### src/rtl/lnkreg_pkg.sv
package lnkreg_pkg;

    localparam int LR_NPORT     = 16;
    localparam int LR_PORT_LO   = 6;
    localparam int LR_AW        = 10;
    localparam int LR_FLUSH_CYC = 16;
    localparam logic [31:0] LR_SRST_KEY = 32'h0000_00A5;

    localparam int OFF_STAT0 = 'h000;
    localparam int OFF_STAT1 = 'h004;
    localparam int OFF_SRDY  = 'h008;
    localparam int OFF_DRDY  = 'h00C;
    localparam int OFF_EN    = 'h010;
    localparam int OFF_SRST  = 'h100;
    localparam int OFF_IST   = 'h200;
    localparam int OFF_IEN   = 'h204;
    localparam int OFF_GEN   = 'h208;

    typedef enum logic [0:0] {
        ST_RUN   = 1'b0,
        ST_FLUSH = 1'b1
    } srst_st_t;

endpackage

### src/rtl/lnkreg_ctrl.sv
module lnkreg_ctrl
    import lnkreg_pkg::*;
#(
    parameter int          AW        = LR_AW,
    parameter int          DW        = 32,
    parameter int          FLUSH_CYC = LR_FLUSH_CYC,
    parameter logic [31:0] KEY       = LR_SRST_KEY
) (
    input  logic          clk,
    input  logic          rst_n,
    input  logic          wr_en,
    input  logic [AW-1:0] addr,
    input  logic [DW-1:0] wdata,
    output logic          srst_req,
    output logic          flush
);
    localparam int CW = $clog2(FLUSH_CYC + 1);

    srst_st_t        st_q, st_d;
    logic [CW-1:0]   cnt_q;
    logic            key_hit;

    assign key_hit = wr_en && (addr == AW'(OFF_SRST)) && (wdata == DW'(KEY));

    // state register and window counter
    always_ff @(posedge clk or negedge rst_n) begin
        if (!rst_n) begin
            st_q  <= ST_RUN;
            cnt_q <= '0;
        end else begin
            st_q  <= st_d;
            cnt_q <= (st_q == ST_FLUSH) ? cnt_q + 1'b1 : '0;
        end
    end

    always_comb begin
        st_d = st_q;
        unique case (st_q)
            ST_RUN:   if (key_hit) st_d = ST_FLUSH;
            ST_FLUSH: if (cnt_q == CW'(FLUSH_CYC - 1)) st_d = ST_RUN;
            default:  st_d = ST_RUN;
        endcase
    end

    // outputs
    always_comb begin
        flush    = (st_q == ST_FLUSH);
        srst_req = (st_q == ST_RUN) && key_hit;
    end

endmodule

### src/rtl/lnkreg_irq.sv
module lnkreg_irq
    import lnkreg_pkg::*;
#(
    parameter int NPORT   = LR_NPORT,
    parameter int PORT_LO = LR_PORT_LO,
    localparam int DW     = 2 * NPORT
) (
    input  logic             clk,
    input  logic             rst_n,
    input  logic             clr,
    input  logic             w1c_en,
    input  logic [DW-1:0]    w1c_mask,
    input  logic [NPORT-1:0] err_hs,
    input  logic [NPORT-1:0] err_frame,
    output logic [DW-1:0]    ist
);
    logic [NPORT-1:0] hs_q, fr_q;
    logic [DW-1:0]    evt;

    // edge history advances in every state
    always_ff @(posedge clk or negedge rst_n) begin
        if (!rst_n) begin
            hs_q <= '0;
            fr_q <= '0;
        end else begin
            hs_q <= err_hs;
            fr_q <= err_frame;
        end
    end

    for (genvar p = 0; p < NPORT; p++) begin : g_evt
        if (p >= PORT_LO) begin : g_live
            assign evt[DW-1-p]    = err_hs[p] & ~hs_q[p];
            assign evt[NPORT-1-p] = err_frame[p] & ~fr_q[p];
        end else begin : g_dead
            assign evt[DW-1-p]    = 1'b0;
            assign evt[NPORT-1-p] = 1'b0;
        end
    end

    always_ff @(posedge clk or negedge rst_n) begin
        if (!rst_n)
            ist <= '0;
        else if (clr)
            ist <= '0;
        else
            ist <= (ist & ~(w1c_en ? w1c_mask : '0)) | evt;
    end

endmodule

### src/rtl/lnkreg_bank.sv
module lnkreg_bank
    import lnkreg_pkg::*;
#(
    parameter int          NPORT     = LR_NPORT,
    parameter int          PORT_LO   = LR_PORT_LO,
    parameter int          AW        = LR_AW,
    parameter int          FLUSH_CYC = LR_FLUSH_CYC,
    parameter logic [31:0] KEY       = LR_SRST_KEY,
    localparam int         DW        = 2 * NPORT
) (
    input  logic             clk,
    input  logic             rst_n,
    input  logic             wr_en,
    input  logic [AW-1:0]    addr,
    input  logic [DW-1:0]    wdata,
    output logic [DW-1:0]    rdata,
    input  logic [NPORT-1:0] port_used,
    input  logic [NPORT-1:0] tx_lock,
    input  logic [NPORT-1:0] chan_up,
    input  logic [NPORT-1:0] back_pres,
    input  logic [NPORT-1:0] in_src_nrdy,
    input  logic [NPORT-1:0] out_src_nrdy,
    input  logic [NPORT-1:0] in_dst_nrdy,
    input  logic [NPORT-1:0] out_dst_nrdy,
    input  logic [NPORT-1:0] err_hs,
    input  logic [NPORT-1:0] err_frame,
    output logic [NPORT-1:0] in_en,
    output logic [NPORT-1:0] out_en,
    output logic             irq
);
    localparam logic [NPORT-1:0] PORT_MASK = ~NPORT'((1 << PORT_LO) - 1);

    function automatic logic [DW-1:0] pair(input logic [NPORT-1:0] a,
                                           input logic [NPORT-1:0] b);
        logic [DW-1:0] w;
        w = '0;
        for (int p = 0; p < NPORT; p++) begin
            w[DW-1-p]    = a[p] & PORT_MASK[p];
            w[NPORT-1-p] = b[p] & PORT_MASK[p];
        end
        return w;
    endfunction

    logic             srst_req, flush, clr, wr_ok;
    logic [DW-1:0]    ist_q, ien_q;
    logic             gen_q;
    logic [NPORT-1:0] en_in_q, en_out_q, wr_in, wr_out;

    lnkreg_ctrl #(
        .AW(AW), .DW(DW), .FLUSH_CYC(FLUSH_CYC), .KEY(KEY)
    ) u_ctrl (
        .clk(clk), .rst_n(rst_n), .wr_en(wr_en), .addr(addr),
        .wdata(wdata), .srst_req(srst_req), .flush(flush)
    );

    assign clr   = srst_req | flush;
    assign wr_ok = wr_en & ~flush;

    lnkreg_irq #(
        .NPORT(NPORT), .PORT_LO(PORT_LO)
    ) u_irq (
        .clk(clk), .rst_n(rst_n), .clr(clr),
        .w1c_en(wr_ok && (addr == AW'(OFF_IST))), .w1c_mask(wdata),
        .err_hs(err_hs), .err_frame(err_frame), .ist(ist_q)
    );

    for (genvar p = 0; p < NPORT; p++) begin : g_unpack
        assign wr_in[p]  = wdata[DW-1-p] & PORT_MASK[p];
        assign wr_out[p] = wdata[NPORT-1-p] & PORT_MASK[p];
    end

    always_ff @(posedge clk or negedge rst_n) begin
        if (!rst_n) begin
            en_in_q  <= '0;
            en_out_q <= '0;
            ien_q    <= '0;
            gen_q    <= 1'b0;
        end else if (clr) begin
            en_in_q  <= '0;
            en_out_q <= '0;
            ien_q    <= '0;
            gen_q    <= 1'b0;
        end else if (wr_ok) begin
            if (addr == AW'(OFF_EN)) begin
                en_in_q  <= wr_in;
                en_out_q <= wr_out;
            end
            if (addr == AW'(OFF_IEN)) ien_q <= wdata;
            if (addr == AW'(OFF_GEN)) gen_q <= wdata[0];
        end
    end

    always_comb begin
        case (addr)
            AW'(OFF_STAT0): rdata = pair(port_used, tx_lock);
            AW'(OFF_STAT1): rdata = pair(chan_up, back_pres);
            AW'(OFF_SRDY):  rdata = pair(in_src_nrdy, out_src_nrdy);
            AW'(OFF_DRDY):  rdata = pair(in_dst_nrdy, out_dst_nrdy);
            AW'(OFF_EN):    rdata = pair(en_in_q, en_out_q);
            AW'(OFF_IST):   rdata = ist_q;
            AW'(OFF_IEN):   rdata = ien_q;
            AW'(OFF_GEN):   rdata = DW'(gen_q);
            default:        rdata = '0;
        endcase
    end

    assign in_en  = en_in_q;
    assign out_en = en_out_q;
    assign irq    = gen_q & |(ist_q & ien_q);

endmodule

### config.mk
export PLATFORM = sky130hd
export DESIGN_NAME = lnkreg_bank
export DESIGN_NICKNAME = d
export VERILOG_FILES = /design/src/rtl/lnkreg_pkg.sv /design/src/rtl/lnkreg_ctrl.sv /design/src/rtl/lnkreg_irq.sv /design/src/rtl/lnkreg_bank.sv
export SDC_FILE = /design/constraint.sdc
export NUM_CORES = 1
export LEC_CHECK = 0
export BUFFER_PORTS_ARGS = -buffer_cell sky130_fd_sc_hd__buf_4
export CAP_MARGIN = 20
export CORE_ASPECT_RATIO = 1.5
export CORE_MARGIN = 5
export CORE_UTILIZATION = 52
export DETAILED_ROUTE_END_ITERATION = 8
export GPL_TIMING_DRIVEN = 0
export MAX_ROUTING_LAYER = met4
export PLACE_DENSITY_LB_ADDON = 0.2
export SLEW_MARGIN = 15
export SYNTH_ARGS = -nofsm -noshare
export SYNTH_HDL_FRONTEND = slang
export SYNTH_HIERARCHICAL = 1
export SYNTH_SLANG_ARGS = --single-unit
### constraint.sdc
create_clock -name clk -period 4.9 [get_ports clk]
set_input_delay 0 -clock clk [delete_from_list [all_inputs] [get_ports clk]]
set_output_delay 0 -clock clk [all_outputs]
set_load 0.05 [all_outputs]
==> flow_summary.yaml, run 1 <==
critical_path:
  worst_r2r_endpoint: "u_irq/ist[0]"
  critPathTopFamily: "buffers and inverters"
  worstSetupStartpointType: "input pin"
  critPathMaxFanout: 14
  cp.arrival_ns: 3.43
  slowest_delay_ns: 0.61
  crit_required_ns: 5.12
  endpoint_kind: "register"
  r2r_setup_slack_ns: 2.05
  worstReg2RegStart: "u_ctrl/flush"
  critPathMostFrequentCell: "clkbuf_1"
  worst-path-buf-inv: 5
  slowest_stage: "clkbuf_1"
  critPathKind: "in -> reg"
  crit_chain: "dlygate4sd3_1 -> buf_4 -> nor4b_1 -> nand4_1 -> nor3_1 -> or2_2 -> clkbuf_1 -> clkbuf_1 -> buf_2 -> a21oi_1"
  rr_worst_depth: 8
cells_and_area:
  fill_cells: 792
  drive_above_1_share: 0.353
  num_antenna_cells: 0
  final_util: 0.750
  syn_to_final_growth_pct: 40.9
  instances_no_fill: 978
  nets: 1030
flow_run:
  drv_cap: 0
sta:
  finalMaxSlewViolations: 0
  timing.final.ws_setup_ns: 1.69
  hold_viol: 0
  fin_skew_ns: 0.00877
  worst_pin_slew_ns: 0.994
  setup-tns-final_ns: 0
  rsz0062_at_grt: "no"
  finalSetupViolations: 0
  fin_crit_ns: 3.21
  slew_headroom: 0.337
  finalCritPeriodShare: 0.656
  hold_ws_ns: 0.0849
  fmax_ghz: 0.311
clocking:
  ctsRootBufferMaster: "clkbuf_16"
  cts-htree-levels: 3
  ctsResizeCount: 0
  insertion_delay_ns: 0.35
  cts_hold_buf: 53
  cts-buffers-inserted: 9
  post-cts-setup-buffers: 0
  clock_sinks: 111
  clkTransAtPathRegs_ns: 0.07
  clk_path_buf_depth: 2
  cts_tree: "built"
placed_design:
  portBuffers: 197
  dpl.hpwl_um: 17000
  pre_cts_slack_ns: 2.02
  dp.cells: 909
  gp_congestion: 0.956
global_route:
  grt_max_degree: 112
  overflow: 0
  grt_pass1_vias: 5990
  antenna_found_initial: 0
  grtUsageTotal: 0.327
  grt_pass1_wl_um: 34100
detailed_routing:
  drtAntennaViolNets: 0
  drt-vias-per-instance: 5.87
  drt-initial-drc-count: 361
  routed_wirelength_um: 22800
  wl_per_cell_um: 23.4
  vias: 5743
  drc: 0
  drtPass1Iterations: 5
pwr:
  peakVddDrop_mv: 0.216
  pwr_density_cell_nw_per_um2: 225
  leakage_nw: 4.17
die:
  core_area_sq_um: 11600
  dieArea_sq_um: 14200
  num_rows: 48
  ios: 270
  die_w_um: 99.0
  die_h_um: 143
  floorplan.initialDensity: 0.532
min_path:
  whs_endpoint: "u_ctrl/flush"
  hold_start: "addr[1]"
  holdPathStages: 4
  holdCritPathClass: "in -> reg"
status:
  outcome: "finished clean"
synthesis:
  synth_top_area_share: 0.450
  ys_top_cells_by_area: "dfrtp_1 45%, mux2i_1 16%, nor2_1 4.7%, mux4_2 3.3%, a21bo_1 2.9%"
  yosys_warnings: 6
  async_flop_share: 1.00
  syn_area_sq_um: 6170
  synth.most_common_cell: "dfrtp_1"
  synth_area_leader_cell: "dfrtp_1"
  postSynthCellCount: 551
  synth_edf_count: 0
  yosys-top-cells-count: "111 x dfrtp_1, 97 x mux2i_1, 78 x nor2_1"
  synth_cell_type_count: 55
  synthFlopType: "dfrtp_1"
  synth_area_per_cell_sq_um: 11.2
  ys_seq_area_frac: 0.450
  synth_seq_cells: 111
==> cell type report <==
class                           instances  area (sq um)  area share
Multi-Input combinational cell        388          3090       0.355
Sequential cell                       111          2780       0.319
Timing Repair Buffer                  250          2010       0.232
Buffer                                 48           292      0.0335
Clock buffer                           10           229      0.0263
Tap cell                              150           188      0.0216
Inverter                               15          56.3     0.00648
Clock inverter                          6          51.3     0.00590
==> tightest hold or removal path, delay by kind of cell <==
family	cells	cell delay (ns)
AOI/OAI and AO/OA	1	0.09
buffers and inverters	1	0.12
and+or+nand+nor	2	0.16
==> sequential cells by signal, summed over array words and instances (netlist names) <==
register      count
gen_q             1
ien_q            32
in_en            10
out_en           10
u_ctrl/cnt_q      5
u_ctrl/flush      1
u_irq/fr_q       10
u_irq/hs_q       10
u_irq/ist        32
==> through the flow <==
step / total power [mW] / cell area [sq um]
after floorplan: 1.07 / 6210
after global placement: 1.22 / 7880
after detailed placement: 1.23 / 7880
after CTS: 1.95 / 8690
after global routing: 2.02 / 8690
final: 1.95 / 8690
==> how the worst max path moves through the flow <==
stage / startpoint / to / slack (ns) / cells after the start
floorplan: addr[5] / u_irq/ist[30] / 2.68 / 7
global placement: wdata[6] / u_irq/ist[0] / 1.95 / 9
detailed placement: wdata[6] / u_irq/ist[0] / 2.02 / 9
CTS: wdata[6] / u_irq/ist[0] / 1.78 / 10
global route: wdata[9] / u_irq/ist[1] / 1.63 / 10
finish: wdata[9] / u_irq/ist[0] / 1.69 / 10
==> layer usage <==
metal | global-route usage | part of all wire | wire [um]
met1 | 0.375 | 0.37 | 8420
met4 | 0.127 | 0.034 | 784
met3 | 0.0690 | 0.080 | 1830
met5 | - | 0 | 0
met2 | 0.561 | 0.52 | 11800
==> power breakdown <==
part / total, mW / internal [mW] / switching, mW
registers: 0.934 / 0.928 / 0.00637
logic: 0.313 / 0.159 / 0.154
clock network: 0.705 / 0.353 / 0.352
==> kinds of logic after synthesis <==
kind of cell	share of synthesized area
AND/OR/NAND/NOR	0.133
multiplexers	0.197
buffers and inverters	0.0564
adder cells (fa/ha/maj)	0.00405
other	0.000608
XOR/XNOR	0.00284
AO/OA/AOI/OAI	0.156
flip-flops	0.450
==> cells in the final DEF, fill, tap and decap left out, drive strengths merged, types with 3 or more instances in the layout <==
cell,n
inv,18
a22oi,18
nand2b,21
a21oi,20
or2,4
a211oi,12
mux4,9
dfrtp,111
nor4,12
mux2,4
a22o,8
nand4,6
a21bo,20
mux2i,97
o21ai,3
nor2b,3
o22ai,8
a221o,15
nor2,79
or3,3
dlygate4sd3,53
buf,229
nand2,5
clkbuf,26
conb,12
Power figures use the tool's default switching activity.
==> run 2: changes to the inputs <==
- ABC_AREA: default -> 1
- CORE_UTILIZATION: 52 -> 49
- clock period: 4.9 -> 3.04 ns (I/O delays scaled with it)
==> flow_summary.yaml, run 2 <==
synthesis:
  synth_edf_count: 0
  yosys_warnings: 6
  synth_cell_type_count: 32
  yosys-top-cells-count: "273 x nand2_1, 132 x nand3_1, 124 x nor2_1"
  synthFlopType: "dfrtp_1"
  synth_area_leader_cell: "dfrtp_1"
  synth.most_common_cell: "nand2_1"
  synth_top_area_share: 0.422
  synth_seq_cells: 111
  async_flop_share: 1.00
  ys_top_cells_by_area: "dfrtp_1 42%, nand2_1 16%, nand3_1 10%, nor2_1 7.1%, inv_1 5.8%"
  synth_area_per_cell_sq_um: 6.93
  syn_area_sq_um: 6580
  ys_seq_area_frac: 0.422
  postSynthCellCount: 949
critical_path:
  cp.arrival_ns: 2.96
  critPathKind: "reg -> reg"
  slowest_stage: "clkbuf_1"
  critPathTopFamily: "buffers and inverters"
  rr_worst_depth: 10
  worstSetupStartpointType: "register"
  endpoint_kind: "register"
  worst-path-buf-inv: 3
  critPathMaxFanout: 14
  crit_chain: "nor2_1 -> nand4_1 -> nor2_1 -> nand2_1 -> nor2_1 -> nor2_1 -> inv_1 -> clkbuf_1 -> clkbuf_1 -> a21oi_1"
  slowest_delay_ns: 0.63
  critPathMostFrequentCell: "nor2_1"
  worstReg2RegStart: "u_ctrl/flush"
  crit_required_ns: 3.26
  r2r_setup_slack_ns: 0.30
  worst_r2r_endpoint: "u_irq/ist[6]"
die:
  die_w_um: 105
  dieArea_sq_um: 15900
  num_rows: 52
  die_h_um: 152
  floorplan.initialDensity: 0.493
  core_area_sq_um: 13300
  ios: 270
cells_and_area:
  final_util: 0.688
  syn_to_final_growth_pct: 39.6
  layout_commonest_cell: "nand2_1"
  fill_cells: 1166
  largest_registers: "ien_q x32, u_irq/ist x32"
  regArea_sq_um: 2780
  nets: 1430
  multiInputGateArea_sq_um: 3090
  drive_above_1_share: 0.239
  final_cell_mix: "273 x nand2_1, 214 x buf_4, 132 x nand3_1, 124 x nor2_1, 111 x dfrtp_1"
clocking:
  cts-buffers-inserted: 9
  ctsRootBufferMaster: "clkbuf_16"
  clkTransAtPathRegs_ns: 0.09
  cts-htree-levels: 3
  clock_sinks: 111
  ctsResizeCount: 0
  cts_tree: "built"
  insertion_delay_ns: 0.36
  clk_path_buf_depth: 2
sta:
  timing.final.ws_setup_ns: 0.302
  slew_headroom: 0.288
  rsz0062_at_grt: "no"
  finalCritPeriodShare: 0.901
  finalSetupViolations: 0
  setup-tns-final_ns: 0
  finalMaxSlewViolations: 0
  worst_pin_slew_ns: 1.06
  fin_skew_ns: 0.0106
  fin_crit_ns: 2.74
  hold_viol: 0
  fmax_ghz: 0.365
global_route:
  grt_max_degree: 62
  grt_pass1_wl_um: 39600
  antenna_found_initial: 1
  grtUsageTotal: 0.323
  grt_pass1_vias: 7436
  overflow: 0
status:
  outcome: "finished clean"
detailed_routing:
  routed_wirelength_um: 25500
  drtPass1Iterations: 5
  drtAntennaViolNets: 0
  wl_per_cell_um: 18.4
  drt-initial-drc-count: 610
  vias: 7598
  drt-vias-per-instance: 5.46
  drc: 0
min_path:
  holdCritPathClass: "in -> reg"
  holdPathStages: 6
  whs_endpoint: "u_ctrl/flush"
  hold_start: "addr[6]"
pwr:
  switching_share: 0.274
  leakage_nw: 4.81
  pwr_density_cell_nw_per_um2: 345
  p_int_mw: 2.30
  peakVddDrop_mv: 0.317
  seq_power_share: 0.475
  p_sw_mw: 0.868
  pwr-share-comb: 0.144
  p_clk_frac: 0.382
flow_run:
  drv_cap: 0
placed_design:
  gp_congestion: 0.958
  dpl.hpwl_um: 19000
  pre_cts_slack_ns: 0.467
  portBuffers: 197
-- run 2: cell count changes after synthesis, moves of 11 or more --
cell	previous run	this run
a211oi_1	12	0
a21oi_1	2	37
a21bo_1	18	0
buf_2	11	22
nand3_1	2	132
a21oi_2	18	4
nand2_1	5	273
a221o_1	15	0
nand2b_1	21	0
mux2i_1	97	0
nor2_1	78	124
inv_1	15	101
o21ai_0	3	51
a22oi_1	18	0
-- run 2: per-stage QoR --
step	std cells	cell area [sq um]	power, mW	hold WS, ns
after floorplan	960	6620	1.67	-0.296
after global placement	1319	8300	1.92	0.118
after detailed placement	1320	8330	1.93	-0.0231
after CTS	1390	9180	3.18	0.0376
after global routing	1391	9180	3.28	0.0593
final	1391	9180	3.17	0.0434
-- run 2: cell families (layout without fill, tap and decap cells) --
family | Yosys count | count (layout) | synth area share
buffers and inverters | 159 | 427 | 0.114
AO/OA/AOI/OAI | 113 | 113 | 0.0924
flip-flops | 111 | 111 | 0.422
other | 1 | 13 | 0.000570
adder cells (fa/ha/maj) | 2 | 2 | 0.00380
AND/OR/NAND/NOR | 563 | 563 | 0.367
-- run 2: layer usage --
metal,part of all wire,vias up,track usage
li1,-,3531,-
met1,0.36,3532,0.377
met2,0.51,443,0.551
met3,0.083,92,0.0441
met4,0.051,0,0.146
met5,0,-,-
-- run 2: final cells by class --
| class | count | area share |
|---|---|---|
| Multi-Input combinational cell | 690 | 0.337 |
| Sequential cell | 111 | 0.303 |
| Timing Repair Buffer | 252 | 0.223 |
| Inverter | 105 | 0.0429 |
| Buffer | 54 | 0.0386 |
| Clock buffer | 9 | 0.0245 |
| Tap cell | 162 | 0.0221 |
| Clock inverter | 7 | 0.00872 |
| Antenna cell | 1 | 0.000273 |
-- run 2: power groups by stage --
stage                     Sequential (mW)  Clock (mW)  Combinational, mW
after global placement               1.53           0              0.385
final                                1.51        1.21              0.456
after floorplan                      1.54           0              0.132
after global routing                 1.51        1.28              0.492
after detailed placement             1.53           0              0.392
after CTS                            1.50        1.22              0.450
-- run 2: worst max path at each step --
stage,start,end,slack (ns),depth (start not counted)
after floorplan,u_ctrl/flush,u_irq/ist[16],1.21,10
after global placement,u_ctrl/flush,u_irq/ist[3],0.50,10
after detailed placement,u_ctrl/flush,u_irq/ist[17],0.47,10
after CTS,u_ctrl/flush,u_irq/ist[17],0.45,10
after global routing,u_ctrl/flush,u_irq/ist[6],0.15,10
final,u_ctrl/flush,u_irq/ist[6],0.30,10
-- run 2: repair_timing --
| action | in CTS | in global routing |
|---|---|---|
| hold endpoints to repair | 131 | 0 |
| hold buffers | 54 | 0 |
| setup buffers | 0 | 0 |
-- run 2: worst register-to-register path, cell delays in order, from the launching register on --
cell and delay (ns):
dfrtp_1 0.50, nor2_1 0.14, nand4_1 0.11, nor2_1 0.20, nand2_1 0.08, nor2_1 0.09, nor2_1 0.10, inv_1 0.12
clkbuf_1 0.63, clkbuf_1 0.52, a21oi_1 0.12
==> run 3: changes to the inputs <==
- RECOVER_POWER: default -> 100
==> flow_summary.yaml, run 3 (same netlist as run 2, synthesis figures left out) <==
global_route:
  grt_max_degree: 62
  grt_pass1_vias: 7436
  grtUsageTotal: 0.323
  antenna_found_initial: 1
  overflow: 0
  grt_pass1_wl_um: 39600
cells_and_area:
  syn_to_final_growth_pct: 35.6
  final_cell_mix: "275 x nand2_1, 145 x buf_4, 132 x nand3_1, 126 x nor2_1, 111 x dfrtp_1"
  nets: 1430
  drive_above_1_share: 0.186
  layout_commonest_cell: "nand2_1"
  largest_registers: "ien_q x32, u_irq/ist x32"
clocking:
  cts_tree: "built"
  clock_sinks: 111
  ctsRootBufferMaster: "clkbuf_16"
  cts_hold_buf: 54
  cts-buffers-inserted: 9
  clkTransAtPathRegs_ns: 0.08
  insertion_delay_ns: 0.36
  ctsResizeCount: 0
  cts-htree-levels: 3
  clk_path_buf_depth: 2
  post-cts-setup-buffers: 0
critical_path:
  worstSetupStartpointType: "register"
  crit_required_ns: 3.26
  cp.arrival_ns: 2.93
  critPathMaxFanout: 14
  critPathKind: "reg -> reg"
  r2r_setup_slack_ns: 0.33
  endpoint_kind: "register"
sta:
  rsz0062_at_grt: "no"
  setup-tns-final_ns: 0
  finalCritPeriodShare: 0.891
  fin_skew_ns: 0.00892
  finalSetupViolations: 0
  slew_headroom: 0.0804
  hold_viol: 0
  fin_crit_ns: 2.71
  fmax_ghz: 0.369
  finalMaxSlewViolations: 0
  worst_pin_slew_ns: 1.38
detailed_routing:
  wl_per_cell_um: 18.3
  drc: 0
  drt-initial-drc-count: 597
  vias: 7626
  drtPass1Iterations: 6
  routed_wirelength_um: 25500
  drt-vias-per-instance: 5.48
  drtAntennaViolNets: 0
placed_design:
  dpl.hpwl_um: 19000
  portBuffers: 197
  gp_congestion: 0.958
pwr:
  pwr_density_cell_nw_per_um2: 355
  leakage_nw: 4.54
  peakVddDrop_mv: 0.320
  power_mw: 3.16
min_path:
  holdCritPathClass: "in -> reg"
die:
  core_area_sq_um: 13300
  die_w_um: 105
  num_rows: 52
  dieArea_sq_um: 15900
  ios: 270
  die_h_um: 152
  floorplan.initialDensity: 0.493
status:
  outcome: "finished clean"
flow_run:
  drv_cap: 0
-- run 3: cell types whose count changed in the layout (fill, tap and decap cells not counted), sizes merged --
cell	change
buf	-76
clkbuf	+76
-- run 3: where the power goes --
| group | leakage [nW] | total, mW | internal, mW | switching [mW] |
|---|---|---|---|---|
| Clock | 0.146 | 1.22 | 0.591 | 0.624 |
| Combinational | 3.00 | 0.444 | 0.206 | 0.237 |
| Sequential | 1.40 | 1.51 | 1.50 | 0.00943 |
-- run 3: layer usage --
layer / up-vias / share of wire / global-route usage
li1: 3542 / - / -
met1: 3545 / 0.36 / 0.377
met2: 454 / 0.51 / 0.551
met3: 85 / 0.080 / 0.0441
met4: 0 / 0.047 / 0.146
met5: - / 0 / -
-- run 3: critical path, cell delays in order, from the launching register on --
cell and delay (ns):
dfrtp_1 0.50, nor2_1 0.14, nand4_1 0.10, nor2_1 0.18, nand2_1 0.09, nor2_1 0.09
nor2_1 0.08, inv_1 0.11, clkbuf_1 0.63, clkbuf_1 0.53, nor2_1 0.11
-- run 3: final timing paths --
| path | to | from | depth (start not counted) |
|---|---|---|---|
| max | u_irq/ist[15] | u_ctrl/flush | 10 |
| min | u_ctrl/flush | addr[6] | 6 |
| max reg2reg | u_irq/ist[15] | u_ctrl/flush | 10 |
| min reg2reg | u_ctrl/cnt_q[0] | u_ctrl/cnt_q[0] | 1 |
| max in group asynchronous | ien_q[24] | rst_n | 3 |
| min in group asynchronous | u_irq/hs_q[14] | rst_n | 2 |
-- run 3: through the flow --
stage | utilization | cell area, sq um | hold WS [ns] | setup WS, ns | std cells
final | 0.669 | 8920 | 0.0441 | 0.332 | 1391
after detailed placement | 0.625 | 8330 | -0.0231 | 0.467 | 1320
after CTS | 0.688 | 9180 | 0.0376 | 0.452 | 1390
after global placement | 0.622 | 8300 | 0.118 | 0.496 | 1319
after floorplan | - | 6620 | -0.296 | 1.21 | 960
after global routing | 0.669 | 8920 | 0.0593 | 0.0849 | 1391
-- run 3: layout make-up --
cell class,count,area (sq um)
Tap cell,162,203
Clock buffer,9,225
Sequential cell,111,2780
Clock inverter,7,80.1
Multi-Input combinational cell,690,3070
Timing Repair Buffer,252,1830
Buffer,54,340
Inverter,105,394
Fill cell,1236,4420
Antenna cell,1,2.50
